**src/rtl/xbs_pkg.sv**
```systemverilog
package xbs_pkg;

    localparam int CNT_W    = 7;   // holds up to 65 waits, 18 hold, 16 setup
    localparam int HI_W     = 5;   // address bits 28..24
    localparam logic [2:0] AREA_CODE = 3'b110;
    localparam int IO_POS   = 1;   // bit 25 inside req_addr_hi
    localparam int ATTR_POS = 0;   // bit 24 inside req_addr_hi

    typedef enum logic [2:0] {
        PH_IDLE,
        PH_SETUP,
        PH_STROBE,
        PH_BURST,
        PH_HOLD
    } phase_e;

    typedef struct packed {
        logic [CNT_W-1:0] setup;
        logic [CNT_W-1:0] waits;
        logic [CNT_W-1:0] hold;
        logic [CNT_W-1:0] beat_len;
    } timing_t;

    function automatic logic [CNT_W-1:0] base_waits(input logic [2:0] code);
        case (code)
            3'd0:    return CNT_W'(0);
            3'd1:    return CNT_W'(1);
            3'd2:    return CNT_W'(2);
            3'd3:    return CNT_W'(3);
            3'd4:    return CNT_W'(4);
            3'd5:    return CNT_W'(6);
            3'd6:    return CNT_W'(9);
            default: return CNT_W'(15);
        endcase
    endfunction

    function automatic logic [CNT_W-1:0] card_edge(input logic [1:0] code);
        case (code)
            2'd0:    return CNT_W'(0);
            2'd1:    return CNT_W'(1);
            2'd2:    return CNT_W'(2);
            default: return CNT_W'(15);
        endcase
    endfunction

    function automatic logic [CNT_W-1:0] card_waits(input logic [1:0] code);
        case (code)
            2'd0:    return CNT_W'(0);
            2'd1:    return CNT_W'(15);
            2'd2:    return CNT_W'(30);
            default: return CNT_W'(50);
        endcase
    endfunction

endpackage

```
**src/rtl/xbs_timing.sv**
```systemverilog
module xbs_timing
    import xbs_pkg::*;
(
    input  logic       card_mode,
    input  logic [2:0] wait_code,
    input  logic       setup_code,
    input  logic [1:0] hold_code,
    input  logic [1:0] card_setup,
    input  logic [1:0] card_hold,
    input  logic [1:0] card_wait,
    output timing_t    tm
);
    logic [CNT_W-1:0] ex_setup, ex_hold, ex_wait;

    always_comb begin
        ex_setup = card_mode ? card_edge(card_setup) : '0;
        ex_hold  = card_mode ? card_edge(card_hold)  : '0;
        ex_wait  = card_mode ? card_waits(card_wait) : '0;
        tm.setup    = CNT_W'(setup_code) + ex_setup;
        tm.waits    = base_waits(wait_code) + ex_wait;
        tm.hold     = CNT_W'(hold_code) + ex_hold;
        tm.beat_len = CNT_W'(wait_code) + CNT_W'(2);
    end
endmodule

```
**src/rtl/xbs_wait_sync.sv**
```systemverilog
module xbs_wait_sync #(
    parameter int STAGES = 2
) (
    input  logic clk,
    input  logic rst,
    input  logic pin_n,
    output logic wait_s
);
    logic [STAGES-1:0] sr;

    always_ff @(posedge clk) begin
        if (rst) sr <= '0;
        else     sr <= {sr[STAGES-2:0], ~pin_n};
    end

    assign wait_s = sr[STAGES-1];
endmodule

```
**src/rtl/xbs_sequencer.sv**
```systemverilog
module xbs_sequencer
    import xbs_pkg::*;
#(
    parameter int BE_W  = 8,
    parameter int LEN_W = 3
) (
    input  logic             clk,
    input  logic             rst,
    input  logic             go,
    input  logic             req_write,
    input  logic             req_io,
    input  logic             req_attr,
    input  logic [BE_W-1:0]  req_be,
    input  logic [LEN_W-1:0] req_len,
    input  logic             card_mode,
    input  timing_t          tm,
    input  logic             wait_s,
    output phase_e           phase,
    output logic [BE_W-1:0]  be_q,
    output logic             write_q,
    output logic             io_q,
    output logic             attr_q,
    output logic             card_q,
    output logic             ack,
    output logic             beat
);
    logic [CNT_W-1:0] cnt;
    logic [LEN_W-1:0] left;
    timing_t          tm_q;

    assign beat = ((phase == PH_STROBE) && (cnt == '0) && !wait_s) ||
                  ((phase == PH_BURST)  && (cnt == '0));
    assign ack  = ((phase == PH_HOLD) && (cnt == '0)) ||
                  (beat && (left == '0) && (tm_q.hold == '0));

    always_ff @(posedge clk) begin
        if (rst) begin
            phase   <= PH_IDLE;
            cnt     <= '0;
            left    <= '0;
            tm_q    <= '0;
            be_q    <= '0;
            write_q <= 1'b0;
            io_q    <= 1'b0;
            attr_q  <= 1'b0;
            card_q  <= 1'b0;
        end else begin
            case (phase)
                PH_IDLE: begin
                    if (go) begin
                        tm_q    <= tm;
                        be_q    <= req_be;
                        write_q <= req_write;
                        io_q    <= req_io;
                        attr_q  <= req_attr;
                        card_q  <= card_mode;
                        left    <= req_write ? '0 : req_len;
                        if (tm.setup != '0) begin
                            phase <= PH_SETUP;
                            cnt   <= tm.setup - 1'b1;
                        end else begin
                            phase <= PH_STROBE;
                            cnt   <= tm.waits;
                        end
                    end
                end
                PH_SETUP: begin
                    if (cnt == '0) begin
                        phase <= PH_STROBE;
                        cnt   <= tm_q.waits;
                    end else begin
                        cnt <= cnt - 1'b1;
                    end
                end
                PH_STROBE, PH_BURST: begin
                    if (cnt != '0) begin
                        cnt <= cnt - 1'b1;
                    end else if (beat) begin
                        if (left != '0) begin
                            phase <= PH_BURST;
                            cnt   <= tm_q.beat_len - 1'b1;
                            left  <= left - 1'b1;
                        end else if (tm_q.hold != '0) begin
                            phase <= PH_HOLD;
                            cnt   <= tm_q.hold - 1'b1;
                        end else begin
                            phase <= PH_IDLE;
                        end
                    end
                end
                PH_HOLD: begin
                    if (cnt == '0) phase <= PH_IDLE;
                    else           cnt   <= cnt - 1'b1;
                end
                default: phase <= PH_IDLE;
            endcase
        end
    end

    assert_ack_single_R11: assert property (@(posedge clk) disable iff (rst)
        ack |=> !ack);
    assert_ack_to_idle_R11: assert property (@(posedge clk) disable iff (rst)
        ack |=> (phase == PH_IDLE));
    assert_wait_stretch_R7: assert property (@(posedge clk) disable iff (rst)
        (phase == PH_STROBE && cnt == '0 && wait_s) |=> (phase == PH_STROBE));
    assert_hold_countdown_R4: assert property (@(posedge clk) disable iff (rst)
        (phase == PH_HOLD && cnt != '0) |=> (phase == PH_HOLD && cnt == $past(cnt) - 1'b1));
    assert_burst_read_only_R8: assert property (@(posedge clk) disable iff (rst)
        (phase == PH_BURST) |-> !write_q);
endmodule

```
**src/rtl/xbs_pins.sv**
```systemverilog
module xbs_pins
    import xbs_pkg::*;
#(
    parameter int BE_W = 8
) (
    input  logic            clk,
    input  logic            rst,
    input  phase_e          phase,
    input  logic [BE_W-1:0] be_q,
    input  logic            write_q,
    input  logic            io_q,
    input  logic            attr_q,
    input  logic            card_q,
    output logic            cs_n,
    output logic            rd_n,
    output logic [BE_W-1:0] we_n,
    output logic            ce1_n,
    output logic            ce2_n,
    output logic            iord_n,
    output logic            iowr_n,
    output logic            reg_n
);
    logic busy, strobe, io_path;

    assign busy    = (phase != PH_IDLE);
    assign strobe  = (phase == PH_STROBE) || (phase == PH_BURST);
    assign io_path = card_q && io_q;

    assign cs_n   = !(busy && !card_q);
    assign rd_n   = !(strobe && !write_q && !io_path);
    assign ce1_n  = !(busy && card_q && (be_q[0] || !be_q[1]));
    assign ce2_n  = !(busy && card_q && be_q[1]);
    assign iord_n = !(strobe && io_path && !write_q);
    assign iowr_n = !(strobe && io_path && write_q);
    assign reg_n  = !(busy && card_q && (io_q || attr_q));

    for (genvar i = 0; i < BE_W; i++) begin : g_lane
        if (i == 0) begin : g_first
            assign we_n[i] = !(strobe && write_q && (card_q ? !io_q : be_q[i]));
        end else begin : g_rest
            assign we_n[i] = !(strobe && write_q && !card_q && be_q[i]);
        end
    end

    assert_single_dir_R9: assert property (@(posedge clk) disable iff (rst)
        !(!rd_n && (we_n != '1)));
    assert_strobe_selected_R10: assert property (@(posedge clk) disable iff (rst)
        (!rd_n || (we_n != '1) || !iord_n || !iowr_n) |-> (!cs_n || !ce1_n || !ce2_n));
    assert_sram_quiet_card_R9: assert property (@(posedge clk) disable iff (rst)
        !cs_n |-> (ce1_n && ce2_n && reg_n && iord_n && iowr_n));
endmodule

```
**src/rtl/xbus_seq.sv**
```systemverilog
module xbus_seq
    import xbs_pkg::*;
#(
    parameter int BE_W        = 8,
    parameter int LEN_W       = 3,
    parameter int SYNC_STAGES = 2
) (
    input  logic             clk,
    input  logic             rst,
    input  logic             req_valid,
    input  logic             req_write,
    input  logic [HI_W-1:0]  req_addr_hi,
    input  logic [BE_W-1:0]  req_be,
    input  logic [LEN_W-1:0] req_len,
    input  logic             cfg_card_mode,
    input  logic [2:0]       cfg_wait_code,
    input  logic             cfg_setup_code,
    input  logic [1:0]       cfg_hold_code,
    input  logic [1:0]       cfg_card_setup,
    input  logic [1:0]       cfg_card_hold,
    input  logic [1:0]       cfg_card_wait,
    input  logic             ext_wait_n,
    output logic             ack,
    output logic             beat,
    output logic             cs_n,
    output logic             rd_n,
    output logic [BE_W-1:0]  we_n,
    output logic             ce1_n,
    output logic             ce2_n,
    output logic             iord_n,
    output logic             iowr_n,
    output logic             reg_n
);
    timing_t         tm;
    phase_e          phase;
    logic            wait_s, hit, go;
    logic [BE_W-1:0] be_q;
    logic            write_q, io_q, attr_q, card_q;

    assign hit = (req_addr_hi[HI_W-1 -: 3] == AREA_CODE);
    assign go  = req_valid && hit;

    xbs_timing u_timing (
        .card_mode  (cfg_card_mode),
        .wait_code  (cfg_wait_code),
        .setup_code (cfg_setup_code),
        .hold_code  (cfg_hold_code),
        .card_setup (cfg_card_setup),
        .card_hold  (cfg_card_hold),
        .card_wait  (cfg_card_wait),
        .tm         (tm)
    );

    xbs_wait_sync #(.STAGES(SYNC_STAGES)) u_sync (
        .clk    (clk),
        .rst    (rst),
        .pin_n  (ext_wait_n),
        .wait_s (wait_s)
    );

    xbs_sequencer #(.BE_W(BE_W), .LEN_W(LEN_W)) u_seq (
        .clk       (clk),
        .rst       (rst),
        .go        (go),
        .req_write (req_write),
        .req_io    (req_addr_hi[IO_POS]),
        .req_attr  (req_addr_hi[ATTR_POS]),
        .req_be    (req_be),
        .req_len   (req_len),
        .card_mode (cfg_card_mode),
        .tm        (tm),
        .wait_s    (wait_s),
        .phase     (phase),
        .be_q      (be_q),
        .write_q   (write_q),
        .io_q      (io_q),
        .attr_q    (attr_q),
        .card_q    (card_q),
        .ack       (ack),
        .beat      (beat)
    );

    xbs_pins #(.BE_W(BE_W)) u_pins (
        .clk     (clk),
        .rst     (rst),
        .phase   (phase),
        .be_q    (be_q),
        .write_q (write_q),
        .io_q    (io_q),
        .attr_q  (attr_q),
        .card_q  (card_q),
        .cs_n    (cs_n),
        .rd_n    (rd_n),
        .we_n    (we_n),
        .ce1_n   (ce1_n),
        .ce2_n   (ce2_n),
        .iord_n  (iord_n),
        .iowr_n  (iowr_n),
        .reg_n   (reg_n)
    );

    assert_accept_in_area_R1: assert property (@(posedge clk) disable iff (rst)
        $rose(phase != PH_IDLE) |-> $past(req_valid && hit));
endmodule

```
**config.mk**
```make
export PLATFORM = sky130hd
export DESIGN_NAME = xbus_seq
export DESIGN_NICKNAME = d
export VERILOG_FILES = /design/src/rtl/xbs_pkg.sv /design/src/rtl/xbs_timing.sv /design/src/rtl/xbs_wait_sync.sv /design/src/rtl/xbs_sequencer.sv /design/src/rtl/xbs_pins.sv /design/src/rtl/xbus_seq.sv
export SDC_FILE = /design/constraint.sdc
export NUM_CORES = 1
export LEC_CHECK = 0
export CAP_MARGIN = 10
export CORE_ASPECT_RATIO = 0.9
export CORE_MARGIN = 2
export CORE_UTILIZATION = 39
export CTS_CLUSTER_DIAMETER = 40
export CTS_CLUSTER_SIZE = 40
export DETAILED_ROUTE_END_ITERATION = 16
export GPL_TIMING_DRIVEN = 0
export MAX_ROUTING_LAYER = met4
export PLACE_DENSITY = 0.72
export SLEW_MARGIN = 15
export SYNTH_ARGS = -nofsm -noshare
export SYNTH_HDL_FRONTEND = slang
export SYNTH_HIERARCHICAL = 1
export SYNTH_SLANG_ARGS = --single-unit
```
**constraint.sdc**
```tcl
create_clock -name clk -period 4.5 [get_ports clk]
set_clock_uncertainty 0.15 [all_clocks]
set_input_delay 0.675 -clock clk [delete_from_list [all_inputs] [get_ports clk]]
set_output_delay 0.675 -clock clk [all_outputs]
set_load 0.005 [all_outputs]
```
Yosys cells after proc, flatten, opt, wreduce, memory -nomap -nowiden
Index checks and enable logic that the tools add are counted.
{"block": "totals", "reg_bits": 48, "input_bits": 34, "out_inout_bits": 17, "word_cells": 154}
{"block": "op_classes", "addsub": 9, "eq_ne": 26, "mux": 32, "bitwise": 1, "n_reduce_logical": 74}
{"operator": "two-way mux 7 bit", "n": 8}
{"operator": "two-way mux 3 bit", "n": 12}
{"operator": "logical AND 1 bit", "n": 28}
{"operator": "case mux 4 bit (7 select lines)", "n": 1}
{"operator": "case mux 7 bit (4 select lines)", "n": 1}
{"operator": "subtractor 7 x 1 -> 7 bit, second input constant", "n": 4}
{"operator": "case mux 4 bit (3 select lines)", "n": 2}
{"operator": "zero test 1 bit", "n": 21}
{"operator": "nonzero test 7 bit", "n": 3}
{"operator": "case mux 6 bit (3 select lines)", "n": 1}
{"operator": "== test 3 bit, second input constant", "n": 5}
{"operator": "AND reduction 5 bit", "n": 3}
{"operator": "zero test 7 bit", "n": 2}
{"operator": "== test 3 x 2 -> 1 bit, second input constant", "n": 4}
{"operator": "case mux 3 bit (4 select lines)", "n": 1}
{"operator": "zero test 3 bit", "n": 3}
{"operator": "two-way mux 4 bit", "n": 2}
{"operator": "inequality test 2 bit, second input constant", "n": 4}
{"operator": "adder 1 x 7 -> 7 bit", "n": 1}
{"operator": "adder 2 x 7 -> 7 bit", "n": 1}
{"operator": "adder 4 x 7 -> 7 bit", "n": 1}
{"operator": "== test 2 x 1 -> 1 bit, second input constant", "n": 3}
{"operator": "== test 2 bit, second input constant", "n": 3}
{"operator": "== test 3 x 1 -> 1 bit, second input constant", "n": 2}
{"operator": "other kinds (17)", "n": 26}

Logic depth before layout (Yosys ltp)
Gate-level depths: netlist of the first run.
{"block": "logic_depth", "word_depth": 8, "mapped_depth": 15, "depth_no_buf": 15}

Cells and area by module
The synthesis of the first run kept the hierarchy.
{"module": "xbs_sequencer", "n_inst": 1, "cells_each": 360, "area_per_inst_um2": 2718.9, "seq_area_each_um2": 920.9}
{"module": "xbs_timing", "n_inst": 1, "cells_each": 75, "area_per_inst_um2": 586.8, "seq_area_each_um2": 0.0}
{"module": "xbs_pins", "n_inst": 1, "cells_each": 25, "area_per_inst_um2": 140.1, "seq_area_each_um2": 0.0}
{"module": "xbs_wait_sync", "n_inst": 1, "cells_each": 4, "area_per_inst_um2": 50.0, "seq_area_each_um2": 40.0}
{"module": "xbus_seq", "n_inst": 1, "cells_each": 1, "area_per_inst_um2": 10.0, "seq_area_each_um2": 0.0}

Least setup slack after synthesis of the first run
OpenSTA, ideal clock, no wires.
{"block": "synth_path", "path_kind": "input to register", "from": "in cfg_card_mode", "to": "reg u_seq.cnt[1]", "setup_ps": 141, "t_arrival_ps": 3175, "required_time_ps": 4209, "slack_ps": 1034, "stages": 12, "n_path_buf": 3, "cell_sequence": "buf_2 > and2_1 > ha_1 > ha_1 > ha_1 > or4b_1 > clkbuf_1 > or2_0 > clkbuf_1 > o211a_1 > o32ai_1 > a221oi_1"}
{"element": "from (decl)", "line_no": "xbus_seq.sv:15", "text": "input logic cfg_card_mode,"}
{"element": "to (signal assigned)", "line_no": "xbs_sequencer.sv:60", "text": "cnt <= tm.setup - 1'b1;"}
{"element": "to (signal assigned)", "line_no": "xbs_sequencer.sv:63", "text": "cnt <= tm.waits;"}
{"element": "to (signal assigned)", "line_no": "xbs_sequencer.sv:70", "text": "cnt <= tm_q.waits;"}
{"element": "to (decl)", "line_no": "xbs_sequencer.sv:27", "text": "logic [CNT_W-1:0] cnt;"}

==> results.json, run 1 <==
{
  "status": "finished clean",
  "syn_avg_cell_area_um2": 7.539,
  "synth_cell_type_count": 75,
  "synthAdderAreaFrac": 0.08994,
  "tritoncts": "done",
  "dp_slack_ps": 140.6,
  "area_growth_pct": 21.48,
  "coreArea_mm2": 0.008648,
  "drcViolationCount": 0,
  "postPlaceCellArea_mm2": 0.004178,
  "final_cell_area_mm2": 0.004259,
  "rsz0062_at_grt": "no",
  "critPathMaxFanout": 10,
  "total_power_uw": 1326,
  "fin_nets": 586,
  "first_pass_iters": 7,
  "grt_max_degree": 15,
  "synth_top_family_by_area": "simple AND/OR/NAND/NOR gates",
  "hold_violations": 0,
  "clkTransAtPathRegs_ps": 90,
  "first_global_vias": 3253,
  "arrival_ps": 4070,
  "synth_edf_count": 0,
  "tns_ps": 0,
  "holdWs_ps": 305.8,
  "cpMostUsedCell": "ha_1",
  "path_cells": "clkdlybuf4s50_1 > buf_2 > and2_1 > ha_1 > ha_1 > ha_1 > or4b_1 > clkbuf_1 > or2_0 > clkbuf_1 > o211a_1 > o32ai_1 > a221oi_1",
  "ant_nets": 0,
  "fin_crit_ps": 4060,
  "maxCapViolCount": 0,
  "cts_resized": 0,
  "cts_max_level": 2,
  "slew_headroom": 0.6034,
  "viasPerCell": 5.457,
  "period_share": 0.9021,
  "cts.sinks": 48,
  "portBuffers": 50,
  "ys_ff_latch": 48,
  "worstSkewPairLatency_ps": 310,
  "synth_area_mm2": 0.003506,
  "clock.fmax_mhz": 246.3,
  "yosysWarnings": 6,
  "post_cts_buffers": 0,
  "numCtsBuffers": 5,
  "worstPathRequired_ps": 4510,
  "fin_ws_ps": 440.4,
  "cp_slowest_stage_delay_ps": 540,
  "antenna_found_initial": 0,
  "cp.buffers_inverters": 4,
  "cts_hold_buffers": 0,
  "crit_path_start_kind": "input port",
  "cts.path.max_buffers": 2,
  "root_buffer": "clkbuf_8",
  "synth_xor_area_frac": 0.01749,
  "ys_seq_area_frac": 0.2741,
  "yosys-mux-area-fraction": 0.03212,
  "worstSetupPathType": "in -> reg",
  "leakage_uw": 0.001672,
  "synth_ff_type": "dfxtp_1",
  "num_rows": 32,
  "dp_hpwl_mm": 7.623,
  "hold_class": "reg -> reg",
  "chipWidth_um": 103.9,
  "place_congestion": 0.9133,
  "synth_compound_area_frac": 0.2298,
  "grt_overflow_total": 0,
  "end_kind": "flop",
  "antenna_cells": 0,
  "vias": 3531,
  "num_io_pins": 51,
  "die_area_mm2": 0.009765,
  "synth_cells": 465,
  "drt_wl_total_mm": 9.756,
  "setup_viol": 0,
  "layout-drive-gt1-share": 0.06818,
  "worst_pin_slew_ps": 592.8,
  "power.density_mw_per_mm2": 311.3,
  "track_usage": 0.2058,
  "wire_per_inst_um": 15.08,
  "async_reset_ff_frac": 0,
  "first_iter_violations": 197,
  "ir_drop_mv": 0.1468,
  "crit_family": "buffers and inverters",
  "yosys.area_share.simple": 0.2798,
  "start_util": 0.4054,
  "die_h_um": 93.95,
  "grt_pass1_wl_mm": 15.78,
  "maxSlewViolCount": 0,
  "slowest_stage": "or4b_1"
}
==> sequential cells by signal (all words and copies together), names as in the netlist <==
| signal | flops |
|---|---|
| u_seq/tm_q | 21 |
| u_seq/io_q | 1 |
| u_seq/phase | 3 |
| u_seq/write_q | 1 |
| u_seq/be_q | 8 |
| u_seq/left | 3 |
| u_seq/attr_q | 1 |
| u_seq/cnt | 7 |
| u_seq/card_q | 1 |
| u_sync/sr | 2 |
==> final timing paths <==
check	start	endpoint	slack [ps]	cells past startpoint
min	u_sync/sr[0]$_SDFF_PP0_	u_sync/sr[1]$_SDFF_PP0_	310	1
max reg2reg	u_seq/left[0]$_SDFFE_PP0P_	u_seq/cnt[6]$_SDFFE_PP0P_	1260	10
max	cfg_card_mode	u_seq/cnt[1]$_SDFFE_PP0P_	440	13
min reg2reg	u_sync/sr[0]$_SDFF_PP0_	u_sync/sr[1]$_SDFF_PP0_	310	1
==> routing by layer <==
layer  wire length (um)  share of wire  global-route usage
met4                 76         0.0078             0.05293
met5                  0              0                   -
met2               4658           0.48              0.3421
met1               4481           0.46              0.2657
met3                539          0.055             0.02913
==> worst register-to-register path: cells and delay by family, from the launching register on <==
kind	cells	cell delay [ps]
AOI/OAI and AO/OA	3	760
adders and majority gates	3	740
buffers and inverters	2	570
muxes	1	360
DFF	1	340
xor gates and xnor gates	1	210
==> cell type report <==
| cell class | count | area (um^2) |
|---|---|---|
| repair buffers | 50 | 500.5 |
| inverters | 26 | 97.59 |
| flip-flops and latches | 48 | 960.9 |
| well taps | 119 | 148.9 |
| plain buffers | 34 | 167.7 |
| clock buffers | 5 | 68.82 |
| clock inverters | 2 | 12.51 |
| fillers | 871 | 4389 |
| multi-input cells | 363 | 2302 |
==> stage by stage <==
stage	utilization	instances
floorplan	-	471
global placement	0.4831	640
detailed placement	0.4831	640
CTS	0.4925	647
global route	0.4925	647
finish	0.4925	647
==> cells in the mapped netlist, types with 6 or more instances <==
library cell   n  share of area
nand2_1       83          0.089
dfxtp_1       48           0.27
nand3_1       12          0.017
nor3_1        11          0.016
o31ai_1        8          0.017
a21oi_1       50          0.071
inv_1         25          0.027
ha_1          22          0.079
nor2b_1       12          0.021
buf_4          8          0.017
clkbuf_1      21          0.022
nand2b_1       6          0.011
nor2_1        20          0.021
o21ai_0       15          0.021
mux2i_1        9          0.026
and2_1         8          0.014
==> logic make-up (layout without fill, tap and decap cells) <==
| kind of cell | after synthesis | count (layout) |
|---|---|---|
| and+or+nand+nor | 193 | 193 |
| muxes | 11 | 11 |
| adders and majority gates | 24 | 24 |
| other | 1 | 7 |
| DFF | 48 | 48 |
| AOI/OAI and AO/OA | 121 | 121 |
| buffers and inverters | 60 | 117 |
| xor gates and xnor gates | 7 | 7 |
==> cell usage in the layout (no fill, tap or decap), types with 9 or more instances in the layout <==
| master | instances |
|---|---|
| nand2_1 | 83 |
| clkdlybuf4s50_1 | 50 |
| a21oi_1 | 50 |
| dfxtp_1 | 48 |
| inv_1 | 25 |
| ha_1 | 22 |
| clkbuf_1 | 21 |
| nor2_1 | 20 |
| o21ai_0 | 15 |
| nand3_1 | 12 |
| nor2b_1 | 12 |
| nor3_1 | 11 |
| mux2i_1 | 9 |
==> power by group <==
part           internal (uW)  switching [uW]  leakage [uW]
clock                    106             148     0.0000400
sequential               453            33.9      0.000389
combinational            229             356       0.00124
total                    788             538       0.00167
No activity file was read; power rests on OpenSTA's default activity.
==> run 2, diff against run 1 <==
- CORE_UTILIZATION: 39 -> 50
- PLACE_DENSITY: 0.72 -> 0.85
==> results.json, run 2 (synthesis gave the netlist of run 1 again) <==
{
  "ir_drop_mv": 0.1834,
  "crit_family": "buffers and inverters",
  "ant_nets": 0,
  "clock.fmax_mhz": 247.6,
  "portBuffers": 50,
  "grt_overflow_total": 0,
  "fin_nets": 586,
  "area_growth_pct": 21.59,
  "cts.sinks": 48,
  "largest_reg_flops": 21,
  "coreArea_mm2": 0.006691,
  "place_congestion": 0.9695,
  "cts_max_level": 2,
  "cpMostUsedCell": "ha_1",
  "hold_class": "reg -> reg",
  "cts_hold_buffers": 0,
  "worstSetupPathType": "in -> reg",
  "tritoncts": "done",
  "p_int_uw": 864.5,
  "leakage_uw": 0.001693,
  "num_rows": 28,
  "grt_max_degree": 16,
  "setup_viol": 0,
  "worstPathRequired_ps": 4510,
  "final_common_cell": "nand2_1",
  "cp_slowest_stage_delay_ps": 540,
  "first_global_vias": 3352,
  "wire_per_inst_um": 15.94,
  "worst_pin_slew_ps": 620.9,
  "start_util": 0.5239,
  "regMostFlops": "u_seq/tm_q",
  "power.share.sequential": 0.347,
  "crit_path_start_kind": "input port",
  "maxSlewViolCount": 0,
  "period_share": 0.8974,
  "drt_wl_total_mm": 9.865,
  "end_kind": "flop",
  "drcViolationCount": 0,
  "hold_violations": 0,
  "arrival_ps": 4050,
  "holdWs_ps": 307.4,
  "die_h_um": 83.44,
  "slowest_stage": "or4b_1",
  "num_io_pins": 51,
  "post_cts_buffers": 0,
  "tns_ps": 0,
  "worstSkewPairLatency_ps": 300,
  "antenna_cells": 0,
  "maxCapViolCount": 0,
  "track_usage": 0.2623,
  "layout-drive-gt1-share": 0.06994,
  "clkTransAtPathRegs_ps": 90,
  "fin_crit_ps": 4038,
  "cts_resized": 0,
  "mostFrequentLayoutCells": "83 x nand2_1, 50 x clkdlybuf4s50_1, 50 x a21oi_1",
  "viasPerCell": 5.887,
  "slew_headroom": 0.5831,
  "cts.path.max_buffers": 2,
  "critPathMaxFanout": 10,
  "path_cells": "clkdlybuf4s50_1 > buf_2 > and2_1 > ha_1 > ha_1 > ha_1 > or4b_1 > clkbuf_1 > or2_0 > clkbuf_1 > o211a_1 > o32ai_1 > a221oi_1",
  "grt_pass1_wl_mm": 15.99,
  "vias": 3644,
  "swShare": 0.3851,
  "dp_hpwl_mm": 7.498,
  "fin_util": 0.6371,
  "share_clk_of_total_power": 0.239,
  "die_area_mm2": 0.007699,
  "chipWidth_um": 92.27,
  "reg.largest.list": "u_seq/tm_q x21, u_seq/be_q x8, u_seq/cnt x7",
  "antenna_found_initial": 0,
  "first_pass_iters": 7,
  "first_iter_violations": 292,
  "cp.buffers_inverters": 4,
  "numCtsBuffers": 5,
  "status": "finished clean",
  "combPwrFrac": 0.414,
  "root_buffer": "clkbuf_8",
  "power.density_mw_per_mm2": 329.8,
  "rsz0062_at_grt": "no",
  "p_switching_uw": 541.4
}
run 2: layer usage:
metal	routed length, um	part of all wire	global-route usage
met5	0	0	-
met4	206	0.021	0.08277
met3	711	0.072	0.05172
met2	4589	0.47	0.4171
met1	4358	0.44	0.3365
run 2: final timing paths:
check,start,to,slack (ps),cells after the start
setup / recovery,cfg_card_mode,u_seq/cnt[1]$_SDFFE_PP0P_,460,13
hold / removal,u_seq/tm_q[19]$_SDFFE_PP0P_,u_seq/tm_q[19]$_SDFFE_PP0P_,310,2
setup reg to reg,u_seq/left[0]$_SDFFE_PP0P_,u_seq/cnt[4]$_SDFFE_PP0P_,1210,10
hold reg to reg,u_seq/tm_q[19]$_SDFFE_PP0P_,u_seq/tm_q[19]$_SDFFE_PP0P_,310,2
run 2: final cells by class:
class,instances,area [um^2]
Tap cell,90,112.6
Fill cell,579,2429
Timing Repair Buffer,50,500.5
Clock buffer,6,82.58
Multi-Input combinational cell,363,2302
Inverter,26,97.59
Buffer,34,167.7
Clock inverter,2,38.79
Sequential cell,48,960.9
run 2: per-stage QoR:
stage                     power (uW)  area (um^2)  setup slack, ps  instances
after floorplan                896.0         3528             1034        471
after global placement          1048         4141            240.0        611
after detailed placement        1058         4141            189.4        611
after CTS                       1391         4263            494.9        619
after global routing            1476         4263            295.8        619
final                           1406         4263            461.8        619
run 2: tightest hold or removal path, delay by kind of cell, from the launching register on:
kind            cells  cell delay, ps
simple gates        1              50
compound gates      1              50
flops               1             320
run 2: power by group through the flow:
stage | Combinational (uW) | Clock, uW | Sequential (uW)
2_1_floorplan | 409 | 0 | 487
3_3_place_gp | 555 | 0 | 493
3_5_place_dp | 563 | 0 | 496
4_1_cts | 566 | 339 | 486
5_1_grt | 629 | 354 | 492
6_report | 582 | 336 | 487
